==> src/rtl/i2c_tgt_pkg.sv <==
package i2c_tgt_pkg;
   typedef enum logic [1:0] {
      PH_ADDR = 2'd0,
      PH_RECV = 2'd1,
      PH_SEND = 2'd2,
      PH_PARK = 2'd3
   } phase_e;

   typedef enum logic [1:0] {
      EV_NONE = 2'd0,
      EV_ADDR = 2'd1,
      EV_XFER = 2'd2
   } cause_e;
endpackage

==> src/rtl/i2c_tgt_sync.sv <==
module i2c_tgt_sync #(
   parameter int LINES  = 2,
   parameter int STAGES = 2
) (
   input  logic             clk,
   input  logic             rst_n,
   input  logic [LINES-1:0] async_i,
   output logic [LINES-1:0] sync_o
);
   if (STAGES < 2) begin : g_bad_stages
      $error("i2c_tgt_sync: STAGES must be at least 2");
   end
   if (LINES < 1) begin : g_bad_lines
      $error("i2c_tgt_sync: LINES must be at least 1");
   end

   for (genvar g = 0; g < LINES; g++) begin : g_line
      logic [STAGES-1:0] chain;
      always_ff @(posedge clk or negedge rst_n) begin
         if (!rst_n) chain <= '1;
         else        chain <= {chain[STAGES-2:0], async_i[g]};
      end
      assign sync_o[g] = chain[STAGES-1];
   end
endmodule

==> src/rtl/i2c_tgt_cond.sv <==
module i2c_tgt_cond (
   input  logic clk,
   input  logic rst_n,
   input  logic scl_s_i,
   input  logic sda_s_i,
   output logic scl_rise_o,
   output logic scl_fall_o,
   output logic start_o,
   output logic stop_o
);
   logic scl_q, sda_q;

   always_ff @(posedge clk or negedge rst_n) begin
      if (!rst_n) begin
         scl_q <= 1'b1;
         sda_q <= 1'b1;
      end else begin
         scl_q <= scl_s_i;
         sda_q <= sda_s_i;
      end
   end

   // SCL must be high on both samples so a simultaneous change is never a condition
   assign scl_rise_o = scl_s_i & ~scl_q;
   assign scl_fall_o = ~scl_s_i & scl_q;
   assign start_o    = scl_s_i & scl_q & sda_q & ~sda_s_i;
   assign stop_o     = scl_s_i & scl_q & ~sda_q & sda_s_i;
endmodule

==> src/rtl/i2c_tgt_engine.sv <==
module i2c_tgt_engine
   import i2c_tgt_pkg::*;
#(
   parameter int DATA_W = 8,
   parameter int ADDR_W = 7
) (
   input  logic              clk,
   input  logic              rst_n,
   input  logic              scl_s_i,
   input  logic              sda_s_i,
   input  logic              scl_rise_i,
   input  logic              scl_fall_i,
   input  logic              start_i,
   input  logic              stop_i,
   input  logic [ADDR_W-1:0] own_addr_i,
   input  logic              ack_en_i,
   input  logic              wait_at9_i,
   input  logic              wr_i,
   input  logic [DATA_W-1:0] wr_data_i,
   input  logic              rel_i,
   output logic              scl_low_o,
   output logic              sda_low_o,
   output logic [DATA_W-1:0] rd_data_o,
   output logic              ack_seen_o,
   output logic              evt_o,
   output logic [1:0]        evt_cause_o
);
   localparam int CNT_W = $clog2(DATA_W + 2);
   localparam logic [CNT_W-1:0] LAST_DATA = CNT_W'(DATA_W);
   localparam logic [CNT_W-1:0] ACK_SLOT  = CNT_W'(DATA_W + 1);

   if (ADDR_W != DATA_W - 1) begin : g_bad_addr
      $error("i2c_tgt_engine: ADDR_W must equal DATA_W-1");
   end
   if (DATA_W < 2) begin : g_bad_data
      $error("i2c_tgt_engine: DATA_W must be at least 2");
   end

   phase_e            phase;
   cause_e            cause_q;
   logic [CNT_W-1:0]  cnt;
   logic [DATA_W-1:0] rx_sh, tx_sh, rd_q;
   logic              hit_q, dir_q, scl_low, sda_low, ack_seen, evt_q;

   always_ff @(posedge clk or negedge rst_n) begin
      if (!rst_n) begin
         phase    <= PH_ADDR;
         cause_q  <= EV_NONE;
         cnt      <= '0;
         rx_sh    <= '0;
         tx_sh    <= '0;
         rd_q     <= '0;
         hit_q    <= 1'b0;
         dir_q    <= 1'b0;
         scl_low  <= 1'b0;
         sda_low  <= 1'b0;
         ack_seen <= 1'b0;
         evt_q    <= 1'b0;
      end else begin
         evt_q <= 1'b0;
         if (start_i || stop_i) begin
            phase   <= PH_ADDR;
            cnt     <= '0;
            scl_low <= 1'b0;
            sda_low <= 1'b0;
            if (start_i) ack_seen <= 1'b0;
         end else begin
            // stretch release by firmware
            if (scl_low && (wr_i || rel_i)) begin
               scl_low <= 1'b0;
               if (wr_i) tx_sh <= wr_data_i;
               if (phase == PH_SEND)
                  sda_low <= wr_i ? ~wr_data_i[DATA_W-1] : ~tx_sh[DATA_W-1];
               if (phase == PH_RECV && cnt == LAST_DATA)
                  sda_low <= ack_en_i;
            end
            if (scl_rise_i) begin
               cnt <= cnt + 1'b1;
               if ((phase == PH_ADDR || phase == PH_RECV) && cnt < LAST_DATA)
                  rx_sh <= {rx_sh[DATA_W-2:0], sda_s_i};
               if (phase == PH_SEND && cnt == LAST_DATA)
                  ack_seen <= ~sda_s_i;
            end
            if (scl_fall_i) begin
               unique case (phase)
                  PH_ADDR: begin
                     if (cnt == LAST_DATA) begin
                        hit_q   <= (rx_sh[DATA_W-1:1] == own_addr_i);
                        dir_q   <= rx_sh[0];
                        sda_low <= (rx_sh[DATA_W-1:1] == own_addr_i);
                     end else if (cnt == ACK_SLOT) begin
                        cnt     <= '0;
                        sda_low <= 1'b0;
                        if (hit_q) begin
                           scl_low <= 1'b1;
                           evt_q   <= 1'b1;
                           cause_q <= EV_ADDR;
                           phase   <= dir_q ? PH_SEND : PH_RECV;
                        end else begin
                           phase <= PH_PARK;
                        end
                     end
                  end
                  PH_RECV: begin
                     if (cnt == LAST_DATA) begin
                        rd_q    <= rx_sh;
                        sda_low <= ack_en_i;
                        if (!wait_at9_i) begin
                           scl_low <= 1'b1;
                           evt_q   <= 1'b1;
                           cause_q <= EV_XFER;
                        end
                     end else if (cnt == ACK_SLOT) begin
                        cnt     <= '0;
                        sda_low <= 1'b0;
                        if (wait_at9_i) begin
                           scl_low <= 1'b1;
                           evt_q   <= 1'b1;
                           cause_q <= EV_XFER;
                        end
                     end
                  end
                  PH_SEND: begin
                     if (cnt != '0 && cnt < LAST_DATA) begin
                        tx_sh   <= {tx_sh[DATA_W-2:0], 1'b0};
                        sda_low <= ~tx_sh[DATA_W-2];
                     end else if (cnt == LAST_DATA) begin
                        sda_low <= 1'b0;
                     end else if (cnt == ACK_SLOT) begin
                        cnt     <= '0;
                        evt_q   <= 1'b1;
                        cause_q <= EV_XFER;
                        if (ack_seen) scl_low <= 1'b1;
                        else          phase   <= PH_PARK;
                     end
                  end
                  PH_PARK: begin
                     if (cnt == ACK_SLOT) cnt <= '0;
                  end
               endcase
            end
         end
      end
   end

   assign scl_low_o   = scl_low;
   assign sda_low_o   = sda_low;
   assign rd_data_o   = rd_q;
   assign ack_seen_o  = ack_seen;
   assign evt_o       = evt_q;
   assign evt_cause_o = cause_q;

   // a parked engine never touches the bus
   assert_park_quiet_R3: assert property (@(posedge clk) disable iff (!rst_n)
      (phase == PH_PARK) |-> (!scl_low && !sda_low));

   // every new stretch comes with an event in the same cycle
   assert_stretch_evt_R4: assert property (@(posedge clk) disable iff (!rst_n)
      $rose(scl_low) |-> evt_q);

   // a stretch holds until a strobe or a bus condition
   assert_stretch_hold_R6: assert property (@(posedge clk) disable iff (!rst_n)
      (scl_low && !(wr_i || rel_i || start_i || stop_i)) |=> scl_low);

   // SDA drive changes only while SCL is low, bus conditions aside
   assert_sda_when_scl_low_R9: assert property (@(posedge clk) disable iff (!rst_n)
      (!$stable(sda_low) && !$past(start_i || stop_i)) |-> !$past(scl_s_i));

   // a bus condition releases everything and clears the count
   assert_cond_reset_R11: assert property (@(posedge clk) disable iff (!rst_n)
      (start_i || stop_i) |=> (cnt == '0 && !scl_low && !sda_low));
endmodule

==> src/rtl/i2c_tgt_stretch.sv <==
module i2c_tgt_stretch #(
   parameter int DATA_W      = 8,
   parameter int ADDR_W      = 7,
   parameter int SYNC_STAGES = 2
) (
   input  logic              clk,
   input  logic              rst_n,
   input  logic              scl_i,
   input  logic              sda_i,
   input  logic [ADDR_W-1:0] own_addr_i,
   input  logic              ack_en_i,
   input  logic              wait_at9_i,
   input  logic              wr_strobe_i,
   input  logic [DATA_W-1:0] wr_data_i,
   input  logic              rel_strobe_i,
   output logic              scl_low_o,
   output logic              sda_low_o,
   output logic [DATA_W-1:0] rd_data_o,
   output logic              ack_seen_o,
   output logic              evt_o,
   output logic [1:0]        evt_cause_o
);
   logic [1:0] sync_w;
   logic       scl_rise, scl_fall, start_w, stop_w;

   i2c_tgt_sync #(.LINES(2), .STAGES(SYNC_STAGES)) u_sync (
      .clk     (clk),
      .rst_n   (rst_n),
      .async_i ({scl_i, sda_i}),
      .sync_o  (sync_w)
   );

   i2c_tgt_cond u_cond (
      .clk        (clk),
      .rst_n      (rst_n),
      .scl_s_i    (sync_w[1]),
      .sda_s_i    (sync_w[0]),
      .scl_rise_o (scl_rise),
      .scl_fall_o (scl_fall),
      .start_o    (start_w),
      .stop_o     (stop_w)
   );

   i2c_tgt_engine #(.DATA_W(DATA_W), .ADDR_W(ADDR_W)) u_eng (
      .clk         (clk),
      .rst_n       (rst_n),
      .scl_s_i     (sync_w[1]),
      .sda_s_i     (sync_w[0]),
      .scl_rise_i  (scl_rise),
      .scl_fall_i  (scl_fall),
      .start_i     (start_w),
      .stop_i      (stop_w),
      .own_addr_i  (own_addr_i),
      .ack_en_i    (ack_en_i),
      .wait_at9_i  (wait_at9_i),
      .wr_i        (wr_strobe_i),
      .wr_data_i   (wr_data_i),
      .rel_i       (rel_strobe_i),
      .scl_low_o   (scl_low_o),
      .sda_low_o   (sda_low_o),
      .rd_data_o   (rd_data_o),
      .ack_seen_o  (ack_seen_o),
      .evt_o       (evt_o),
      .evt_cause_o (evt_cause_o)
   );
endmodule

==> config.mk <==
export PLATFORM = sky130hd
export DESIGN_NAME = i2c_tgt_stretch
export DESIGN_NICKNAME = d
export VERILOG_FILES = /design/src/rtl/i2c_tgt_pkg.sv /design/src/rtl/i2c_tgt_sync.sv /design/src/rtl/i2c_tgt_cond.sv /design/src/rtl/i2c_tgt_engine.sv /design/src/rtl/i2c_tgt_stretch.sv
export SDC_FILE = /design/constraint.sdc
export NUM_CORES = 1
export LEC_CHECK = 0
export ABC_CLOCK_PERIOD_IN_PS = 5400
export CORE_MARGIN = 2
export CORE_UTILIZATION = 35
export CTS_BUF_LIST = sky130_fd_sc_hd__clkbuf_4 sky130_fd_sc_hd__clkbuf_8
export DETAILED_ROUTE_END_ITERATION = 10
export DONT_BUFFER_PORTS = 1
export PLACE_DENSITY = 0.54
export SYNTH_ARGS = -nofsm -noshare
export SYNTH_HDL_FRONTEND = slang
export SYNTH_SLANG_ARGS = --single-unit
==> constraint.sdc <==
create_clock -name clk -period 5.4 [get_ports clk]
set_input_delay 0.81 -clock clk [delete_from_list [all_inputs] [get_ports clk]]
set_output_delay 0.81 -clock clk [all_outputs]
set_load 0.05 [all_outputs]
==> metrics, run 1 <==
Max Cap Viol 0; share of layout cells above drive strength 1 0.208; Vias between 1000 and 1500; Worst-path clk slew 90 ps; H-tree lvl count 2; Area growth syn-to-layout 6.92%; Rows 29; core footprint ~0.0064 mm2; grt ovf 0; Synth cell types 52; Clock Tree Buf Depth 2; Primary FF master, synth dfrtp_1; post-layout min period 2270 ps; initial antenna violation count 0; FF+latch count, synth between 40 and 50; average wire per cell in the routed design ~16 um; placed insts between 200 and 300; Placed Instance Area roughly 0.0024 mm2; required time of the critical path between 5000 and 6000 ps; Final Cell Area between 0.002 and 0.003 mm2; Post-CTS Setup Bufs 0; ant diodes 0; FFs w/ async S/R, synth 1.00; max-slew violations 0; largest net degree at the start of global routing 45; Die H about 86 um; GRT Resource Usage Total 0.130; startpoint types register; endpoints failing hold 0; Reg area ~0.0011 mm2; Leak approximately 1.0 nW; # IOs 37; Post-Synth XOR/XNOR Area 0.0373; Mapped Cells 200; TritonCTS clock tree yes; largest family of logic cells by synthesized area simple AND/OR/NAND/NOR gates; adder-cell area share of the yosys netlist 0.0373; CTS Buf Count 5; Clk Latency, worst-skew pair around 300 ps; VDD IR-drop max between 0.0002 and 0.00025 V; final critical-path share of the clock period 0.420; Ys Warns 0; Reg2Reg Setup Slack 3130 ps; worst setup path class reg2reg; Critical Path Sink Type register; min-delay worst type in2async; Routed Antenna Nets 0; worst slew pin tran 623 ps; status finished clean; Pre-antenna DRT Iters 4; compound-gate portion of the synthesized area 0.111; Final nets 231; die area ~0.0074 mm2; # fillers ~630; Setup Viol. Count Final 0; via/cell ratio roughly 5.3; Critical R2R Launch u_eng.phase[0]$_DFFE_PN0P_; critical path arrival roughly 2500 ps; cts hold-fix bufs 0; top cells by area, synth dfrtp_1 (40%), dfstp_2 (6.7%), mux2_4 (5.1%); CTS resizes 0; detailed placer's ending HPWL about 3100 um; first-pass GRT wire length about 7500 um; Reg-to-Reg End u_eng.tx_sh[7]$_DFFE_PN0N_; dominant cell type by area after synthesis dfrtp_1; top-area cell type share of the netlist area 0.405; CP Max Fanout 15; mux cell area share after synthesis 0.137; Routed WL between 4000 and 5000 um; vias in the first global route 1506; gpl congestion just under 0.9; number of enable flip-flop cells after synthesis 0; max frequency 441 MHz; Starting Density 0.366; Residual DRC 0; root buf cell clkbuf_8; Seq/Total Area, Yosys 0.472; clk_skew between 3 and 4 ps; relative slew slack 0.581; Syn Area/Cell approximately 12 um2; multi-input logic area between 0.001 and 0.0015 mm2; r2r worst-path depth 7; RSZ-0062 raised after global routing no; Initial DRC Count around 120; Synth Cell Area around 0.0023 mm2; pwr dens 365 mW/mm2; # port buffers 0; setup TNS 0 ps; Post-Synth Simple-Gate Area 0.162; clock sinks 44; hold_ws ~190 ps; syn nets 230; die width 85.9 um; Final Non-Filler Cells around 280
[critical path, cell delays in order (launching register included)]
cell	delay [ps]
dfrtp_1	420
inv_1	100
ha_1	490
inv_2	120
or3_4	420
nor2_4	260
nor3_1	80
a221o_1	270
[layout make-up]
class | instances | area share
flip-flops and latches | 44 | 0.441
clock inverters | 2 | 0.0154
clock buffers | 6 | 0.0329
well taps | 77 | 0.0383
inverters | 12 | 0.0179
multi-input cells | 138 | 0.454
[cell usage in the layout, fill, tap and decap left out, types with 2 or more instances in the layout]
cell,synthesis,final
ha_1,7,7
nor2_8,2,2
xnor2_1,5,5
mux2i_1,9,9
nand3_1,2,2
nor3_1,2,2
nand2_1,17,17
o21ai_1,5,5
mux2_1,7,7
dfrtp_1,38,38
nand4_1,4,4
o22ai_1,4,4
inv_1,11,11
a21oi_1,5,5
mux2_2,3,3
mux2_4,8,8
xor2_1,5,5
dfstp_2,6,6
a41oi_1,2,2
nor2_1,15,15
o21ai_0,9,9
and3_1,2,2
clkbuf_8,0,6
[sequential cells by signal, indices dropped and copies added, names as in the netlist, 2 cells and up]
name / cells
u_eng.phase: 2
u_eng.cnt: 4
u_eng.rd_data_o: 8
u_sync.g_line.chain: 4
u_eng.tx_sh: 8
u_eng.evt_cause_o: 2
u_eng.rx_sh: 8
[per-stage QoR]
| stage | total power [W] | utilization | setup slack (ps) |
|---|---|---|---|
| floorplan | 0.000619 | - | 3530 |
| global placement | 0.000651 | 0.372 | 3260 |
| detailed placement | 0.000654 | 0.372 | 3160 |
| CTS | 0.000930 | 0.391 | 3150 |
| global route | 0.000977 | 0.391 | 3010 |
| finish | 0.000917 | 0.391 | 3130 |
[kinds of logic after synthesis]
kind of cell             count (synthesis)
AND/OR/NAND/NOR                         57
multiplexers                            27
flip-flops                              44
buffers and inverters                   18
adder cells (fa/ha/maj)                  7
XOR/XNOR                                10
AO/OA/AOI/OAI                           37
[power by group]
group          internal [W]  switching [W]
Sequential         0.000389      0.0000652
Clock              0.000151       0.000119
Combinational      0.000101      0.0000908
Total              0.000642       0.000275
[routing by layer]
metal	vias up	global-route usage	routed length, um
met5	-	0	0
met4	0	0.0505	42
met3	5	0.0346	286
met2	57	0.190	1910
met1	722	0.181	2140
li1	705	-	-
[how the worst max path moves through the flow]
stage	startpoint	endpoint	slack (ps)	depth (start not counted)
2_1_floorplan	u_eng.cnt[0]$_DFF_PN0_	u_eng.evt_cause_o[1]$_DFFE_PN0P_	3530	8
3_3_place_gp	u_eng.phase[0]$_DFFE_PN0P_	u_eng.tx_sh[7]$_DFFE_PN0N_	3260	7
3_5_place_dp	u_eng.phase[0]$_DFFE_PN0P_	u_eng.tx_sh[7]$_DFFE_PN0N_	3160	7
4_1_cts	u_eng.phase[0]$_DFFE_PN0P_	u_eng.tx_sh[7]$_DFFE_PN0N_	3150	7
5_1_grt	u_eng.phase[0]$_DFFE_PN0P_	u_eng.tx_sh[7]$_DFFE_PN0N_	3010	7
6_report	u_eng.phase[0]$_DFFE_PN0P_	u_eng.tx_sh[7]$_DFFE_PN0N_	3130	7
[cell usage after synthesis, drive strengths merged (2+ instances only)]
cell type,n
dfrtp,38
mux2,18
nor2,18
nand2,17
o21ai,15
inv,12
mux2i,9
ha,7
a21oi,6
buf,6
dfstp,6
xnor2,5
xor2,5
nand4,4
o22ai,4
nand3,3
a41oi,2
and3,2
nand2b,2
nor2b,2
nor3,2
(Power assumes the default switching activity.)
==> run 2: changes to the inputs <==
ABC_CLOCK_PERIOD_IN_PS = 2000   (was 5400)
PLACE_DENSITY = 0.56   (was 0.54)
clock period = 2 ns   (was 5.4 ns; I/O delays follow)
==> run 2 against run 1 <==
  * Sequential cell count did not move
  * Sequential share of layout area shrank 1.7 points
  * Largest power group unchanged
  * Worst setup slack worse by 3000 ps
  * Utilization rose by 1.6 points
  * Design area up 4.1%
  * Critical path type unchanged
  * Combinational power increased to 3.1 times the previous value
  * Register-to-register slack worse by 3000 ps
  * Critical path depth down 1
  * Critical endpoint is now u_eng.rx_sh[2]$_DFFE_PN0P_
  * Clock-buffer cell count unchanged
==> metrics, run 2 (synthesized netlist as in run 1, its figures left out) <==
status finished clean (unchanged); Pre-antenna DRT Iters 5 (was 4); part of the power in the clock network 0.238 (was 0.295); met2 wire length 1920 um (was 1910 um); Clock Tree Buf Depth 2 (unchanged); max-slew violations 0 (unchanged); max frequency 542 MHz (was 441 MHz); fin util 0.407 (was 0.391); startpoint types register (unchanged); clk_skew 7.19 ps (was 3.62 ps); hold path start wr_data_i[0]; Routed Antenna Nets 0 (unchanged); average wire per cell in the routed design 15.2 um (was 15.7 um); Starting Density 0.366 (unchanged); top layer in use met4 (unchanged); VDD IR-drop max 0.000416 V (was 0.000203 V); Die H 85.9 um (unchanged); initial antenna violation count 0 (unchanged); Reg-to-Reg End u_eng.rx_sh[2]$_DFFE_PN0P_ (was u_eng.tx_sh[7]$_DFFE_PN0N_); internal power 0.00163 W (was 0.000642 W); sw frac 0.317 (was 0.300); ant diodes 0 (unchanged); Rows 29 (unchanged); CP Max Fanout 8 (was 15); post-layout min period 1840 ps (was 2270 ps); Final nets 245 (was 231); final critical-path share of the clock period 0.922 (was 0.420); Setup Viol. Count Final 0 (unchanged); CTS Buf Count 5 (unchanged); Reg2Reg Setup Slack 160 ps (was 3130 ps); vias in the first global route 1461 (was 1506); grt ovf 0 (unchanged); die area 0.00738 mm2 (unchanged); # fillers 627 (was 633); most frequent cells in the layout dfrtp_1 (38), nand2_1 (17), nor2_1 (15) (unchanged); most common cell after layout, fill and taps aside dfrtp_1 (unchanged); detailed placer's ending HPWL 3160 um (was 3060 um); core footprint 0.00642 mm2 (unchanged); multi-input logic area 0.00114 mm2 (about the same); setup TNS 0 ps (unchanged); Critical R2R Launch u_eng.phase[0]$_DFFE_PN0P_ (unchanged); combinational power share 0.253 (was 0.209); Initial DRC Count 88 (was 119); Final Non-Filler Cells 293 (was 279); via/cell ratio 5.20 (was 5.34); worst setup path class reg2reg (unchanged); WL met3 280 um (was 286 um); min-delay worst type in2reg (was in2async); GRT Resource Usage Total 0.130 (about the same); Post-CTS Setup Bufs 0 (unchanged); # port buffers 0 (unchanged); Routed WL 4460 um (was 4380 um); die width 85.9 um (unchanged); Critical Path Sink Type register (unchanged); worst slew pin tran 506 ps (was 623 ps); H-tree lvl count 2 (unchanged); largest net degree at the start of global routing 45 (unchanged); clock sinks 44 (unchanged); Critical Path Sink u_eng.rx_sh[2]$_DFFE_PN0P_ (was u_eng.tx_sh[7]$_DFFE_PN0N_); DRT met1 WL 2230 um (was 2140 um); r2r worst-path depth 6 (was 7); first-pass GRT wire length 7590 um (was 7460 um); Max Cap Viol 0 (unchanged); placed insts 281 (was 271); root buf cell clkbuf_8 (unchanged); Leak 1.11 nW (was 1.05 nW); Vias 1525 (was 1489); Reg area 0.00111 mm2 (unchanged); endpoints failing hold 0 (unchanged); Clk Latency, worst-skew pair 290 ps (was 300 ps); pwr dens 913 mW/mm2 (was 365 mW/mm2); share of layout cells above drive strength 1 0.250 (was 0.208); NetSw 0.000757 W (was 0.000275 W); Residual DRC 0 (unchanged); Area growth syn-to-layout 11.3% (was 6.92%); relative slew slack 0.663 (was 0.581); required time of the critical path 2180 ps (was 5590 ps); TritonCTS clock tree yes (unchanged); critical path arrival 2020 ps (was 2460 ps); Worst-path clk slew 80 ps (was 90 ps); Seq pwr share 0.509 (was 0.495); gpl congestion 0.814 (was 0.874); # IOs 37 (unchanged); RSZ-0062 raised after global routing no (unchanged); crit path from u_eng.phase[0]$_DFFE_PN0P_ (unchanged)
## run 2: per-layer routing
layer,track usage,up-vias
met3,0.0356,2
met4,0.0346,0
li1,-,742
met5,0,-
met2,0.176,46
met1,0.201,735
## run 2: what timing repair did
action / 4_1_cts / 5_1_grt
setup endpoints to repair: 0 / 1
endpoints found under the hold margin: 46 / 0
hold buffers: 4 / 0
resized for setup: 0 / 1
## run 2: worst min path at each step
stage | to | slack, ps | cells past startpoint
2_1_floorplan | u_eng.ack_seen_o$_DFFE_PN0P_ | 4 | 0
3_3_place_gp | u_eng.evt_o$_DFF_PN0_ | 6 | 0
3_5_place_dp | u_eng.evt_o$_DFF_PN0_ | 6 | 0
4_1_cts | u_eng.tx_sh[0]$_DFFE_PN0N_ | 170 | 2
5_1_grt | u_eng.tx_sh[0]$_DFFE_PN0N_ | 170 | 2
6_report | u_eng.tx_sh[0]$_DFFE_PN0N_ | 180 | 2
## run 2: power by group through the flow
stage | Sequential, W | Clock [W] | Combinational (W)
final | 0.00122 | 0.000569 | 0.000604
after detailed placement | 0.00123 | 0 | 0.000569
after floorplan | 0.00119 | 0 | 0.000479
after CTS | 0.00122 | 0.000598 | 0.000604
after global routing | 0.00125 | 0.000623 | 0.000684
after global placement | 0.00123 | 0 | 0.000555
## run 2: layout make-up
type                       count  share of cell area
timing repair buffer          14              0.0507
sequential                    44               0.424
inverter                      12              0.0172
tap                           77              0.0368
multi-input combinational    138               0.437
clock inverter                 2             0.00478
clock buffer                   6              0.0292
## run 2: metrics by stage
| step | total power [W] | worst slack, ps | instance area [um2] | hold slack, ps |
|---|---|---|---|---|
| detailed placement | 0.00180 | 157 | 2470 | 6.06 |
| finish | 0.00239 | 156 | 2620 | 177 |
| global placement | 0.00179 | 185 | 2470 | 6.01 |
| global route | 0.00255 | 42.3 | 2620 | 174 |
| floorplan | 0.00167 | 131 | 2350 | 4.41 |
| CTS | 0.00242 | 144 | 2610 | 170 |
## run 2: critical path, cell delays in order (launching register included)
cell and delay [ps]:
dfrtp_1 430, inv_1 100, ha_1 320, nor2_1 170, nor3b_4 180, buf_4 190, mux2_2 340
==> run 3: changes to the inputs <==
CELL_PAD_IN_SITES_DETAIL_PLACEMENT = 1   (was default)
CELL_PAD_IN_SITES_GLOBAL_PLACEMENT = 1   (was default)
PLACE_DENSITY = 0.66   (was 0.56)
SYNTH_HIERARCHICAL = 1   (was default)
==> run 3 against run 2 <==
  * Fmax fell by 3.2%
  * Critical endpoint is now u_eng/rd_data_o[0]$_DFFE_PN0P_
  * Combinational power up 4.3%
  * Largest power group unchanged
  * Utilization grew 0.76 points
==> metrics, run 3 <==
Primary FF master, synth dfrtp_1 (unchanged); min-delay worst type in2reg (unchanged); Clk Latency, worst-skew pair 300 ps (was 290 ps); cell family with most CP delay simple AND/OR/NAND/NOR gates (was flip-flops); Setup Viol. Count Final 0 (unchanged); Die H 84.3 um (was 85.9 um); share of layout cells above drive strength 1 0.258 (was 0.250); max-slew violations 0 (unchanged); Vias 1590 (was 1525); GRT Resource Usage Total 0.151 (was 0.130); gpl congestion 0.807 (was 0.814); top cells by area, synth dfrtp_1 (42%), dfstp_2 (7.0%), mux2_1 (6.0%) (was dfrtp_1 (40%), dfstp_2 (6.7%), mux2_4 (5.1%)); RSZ-0062 raised after global routing yes (was no); clk_skew 7.35 ps (was 7.19 ps); relative slew slack 0.677 (was 0.663); Max Cap Viol 0 (unchanged); # IOs 37 (unchanged); # port buffers 0 (unchanged); critical path arrival 2090 ps (was 2020 ps); Routed WL 4880 um (was 4460 um); average wire per cell in the routed design 16.4 um (was 15.2 um); Mapped Cells 200 (unchanged); Syn Area/Cell 11.3 um2 (was 11.7 um2); top-area cell type share of the netlist area 0.421 (was 0.405); Initial DRC Count 83 (was 88); first-pass GRT wire length 8630 um (was 7590 um); Starting Density 0.360 (was 0.366); most common cell after layout, fill and taps aside dfrtp_1 (unchanged); FFs w/ async S/R, synth 1.00 (unchanged); Buf/Inv on CP 0 (was 2); core footprint 0.00628 mm2 (was 0.00642 mm2); Rows 29 (unchanged); status finished clean (unchanged); largest net degree at the start of global routing 45 (unchanged); clock sinks 44 (unchanged); most frequent cell after synthesis dfrtp_1 (unchanged); startpoint types register (unchanged); VDD IR-drop max 0.000538 V (was 0.000416 V); final critical-path share of the clock period 0.953 (was 0.922); Pre-antenna DRT Iters 4 (was 5); max frequency 525 MHz (was 542 MHz); Final nets 250 (was 245); syn nets 230 (unchanged); post-layout min period 1910 ps (was 1840 ps); ant diodes 0 (unchanged); CP max stage cell dfstp_2 (was dfrtp_1); grt ovf 0 (unchanged); hold_ws 131 ps (was 177 ps); required time of the critical path 2180 ps (about the same); Routed Antenna Nets 0 (unchanged); via/cell ratio 5.34 (was 5.20); detailed placer's ending HPWL 3600 um (was 3160 um); initial antenna violation count 0 (unchanged); Seq/Total Area, Yosys 0.491 (was 0.472); largest stage delay on the critical path 560 ps (was 430 ps); number of enable flip-flop cells after synthesis 0 (unchanged); most frequent cells in the layout dfrtp_1 (38), buf_4 (19), inv_1 (18) (was dfrtp_1 (38), nand2_1 (17), nor2_1 (15)); die width 84.3 um (was 85.9 um); Residual DRC 0 (unchanged); H-tree lvl count 2 (unchanged); placed insts 285 (was 281); Synth Cell Area 0.00226 mm2 (was 0.00235 mm2); Clock Tree Buf Depth 2 (unchanged); vias in the first global route 1757 (was 1461); TritonCTS clock tree yes (unchanged); Leak 1.21 nW (was 1.11 nW); CP Max Fanout 8 (unchanged); Area growth syn-to-layout 15.4% (was 11.3%); CTS Buf Count 5 (unchanged); Critical Path Sink Type register (unchanged); Power Total 0.00242 W (was 0.00239 W); worst setup path class reg2reg (unchanged); worst slew pin tran 485 ps (was 506 ps); Worst-path clk slew 80 ps (about the same); endpoints failing hold 0 (unchanged); pwr dens 930 mW/mm2 (was 913 mW/mm2); die area 0.00711 mm2 (was 0.00738 mm2); Ys Warns 6 (was 0); Synth cell types 49 (was 52); dominant cell type by area after synthesis dfrtp_1 (unchanged); root buf cell clkbuf_8 (unchanged); commonest cells in the synthesized netlist dfrtp_1 (38), inv_1 (18), mux2_1 (12), nor2_1 (11) (was dfrtp_1 (38), nand2_1 (17), nor2_1 (15), inv_1 (11)); Final Non-Filler Cells 298 (was 293); FF+latch count, synth 44 (unchanged); CP cell instances and4b_1 -> or2_2 -> nor2_4 -> nand3_4 -> mux2_1 (was inv_1 -> ha_1 -> nor2_1 -> nor3b_4 -> buf_4 -> mux2_2)
[run 3: cell types whose count changed after synthesis, moves of 4 or more]
| cell | before | now |
|---|---|---|
| a222oi_1 | 1 | 7 |
| inv_1 | 11 | 18 |
| clkbuf_1 | 0 | 4 |
| mux2_4 | 8 | 0 |
| nand2_1 | 17 | 8 |
| mux2_2 | 3 | 8 |
| mux2i_1 | 9 | 3 |
| o21ai_1 | 5 | 1 |
| nor2_1 | 15 | 11 |
| mux2_1 | 7 | 12 |
[run 3: cell families (layout without fill, tap and decap cells)]
logic type | Yosys count | count (layout) | share of synthesized area
AO/OA/AOI/OAI | 34 | 34 | 0.112
XOR/XNOR | 10 | 10 | 0.0388
adder cells (fa/ha/maj) | 7 | 7 | 0.0388
buffers and inverters | 28 | 49 | 0.0521
flip-flops | 44 | 44 | 0.491
multiplexers | 23 | 23 | 0.113
AND/OR/NAND/NOR | 54 | 54 | 0.154
[run 3: path summary, 6_finish.rpt]
kind                                                startpoint                                  end  slack, ps  cells after the start
max                        u_sync/g_line[0].chain[1]$_DFF_PN1_       u_eng/rd_data_o[0]$_DFFE_PN0P_         90                      5
min                                               wr_data_i[0]           u_eng/tx_sh[0]$_DFFE_PN0P_        130                      1
max reg2reg                u_sync/g_line[0].chain[1]$_DFF_PN1_       u_eng/rd_data_o[0]$_DFFE_PN0P_         90                      5
min reg2reg                u_sync/g_line[1].chain[0]$_DFF_PN1_  u_sync/g_line[1].chain[1]$_DFF_PN1_        360                      0
max in group asynchronous                                rst_n  u_sync/g_line[0].chain[0]$_DFF_PN1_       1250                      2
min in group asynchronous                                rst_n       u_eng/rd_data_o[1]$_DFFE_PN0P_        490                      2
[run 3: cell type report]
type	count	area [um2]
clock inverter	2	12.5
tap	77	96.3
multi-input combinational	128	1040
timing repair buffer	23	200
clock buffer	6	76.3
inverter	18	67.6
sequential	44	1110
fill	710	3670
[run 3: report_power, final]
part,switching [W],leakage [nW],total [W],internal [W]
Clock,0.000302,0.0446,0.000560,0.000258
Combinational,0.000287,0.611,0.000630,0.000343
Sequential,0.000170,0.554,0.00123,0.00106
Total,0.000758,1.21,0.00242,0.00166
[run 3: what timing repair did]
action	4_1_cts	5_1_grt
endpoints found under the setup margin	0	8
hold buffers	4	0
endpoints found under the hold margin	46	0
buffers inserted	0	1
resized for setup	0	6
[run 3: stage by stage]
step,setup WS (ps),setup TNS (ps),utilization,area (um2)
2_1_floorplan,12.1,0,-,2260
3_3_place_gp,130,0,0.388,2440
3_5_place_dp,81.1,0,0.388,2440
4_1_cts,46.4,0,0.412,2580
5_1_grt,-1.02,-1.02,0.415,2600
6_report,94.7,0,0.415,2600
[run 3: routing by layer]
metal  track usage  vias up  routed length, um
li1              -      749                  -
met3        0.0521        8                322
met1         0.190      790               2150
met4        0.0499        0                 65
met2         0.244       43               2340
met5             0        -                  0
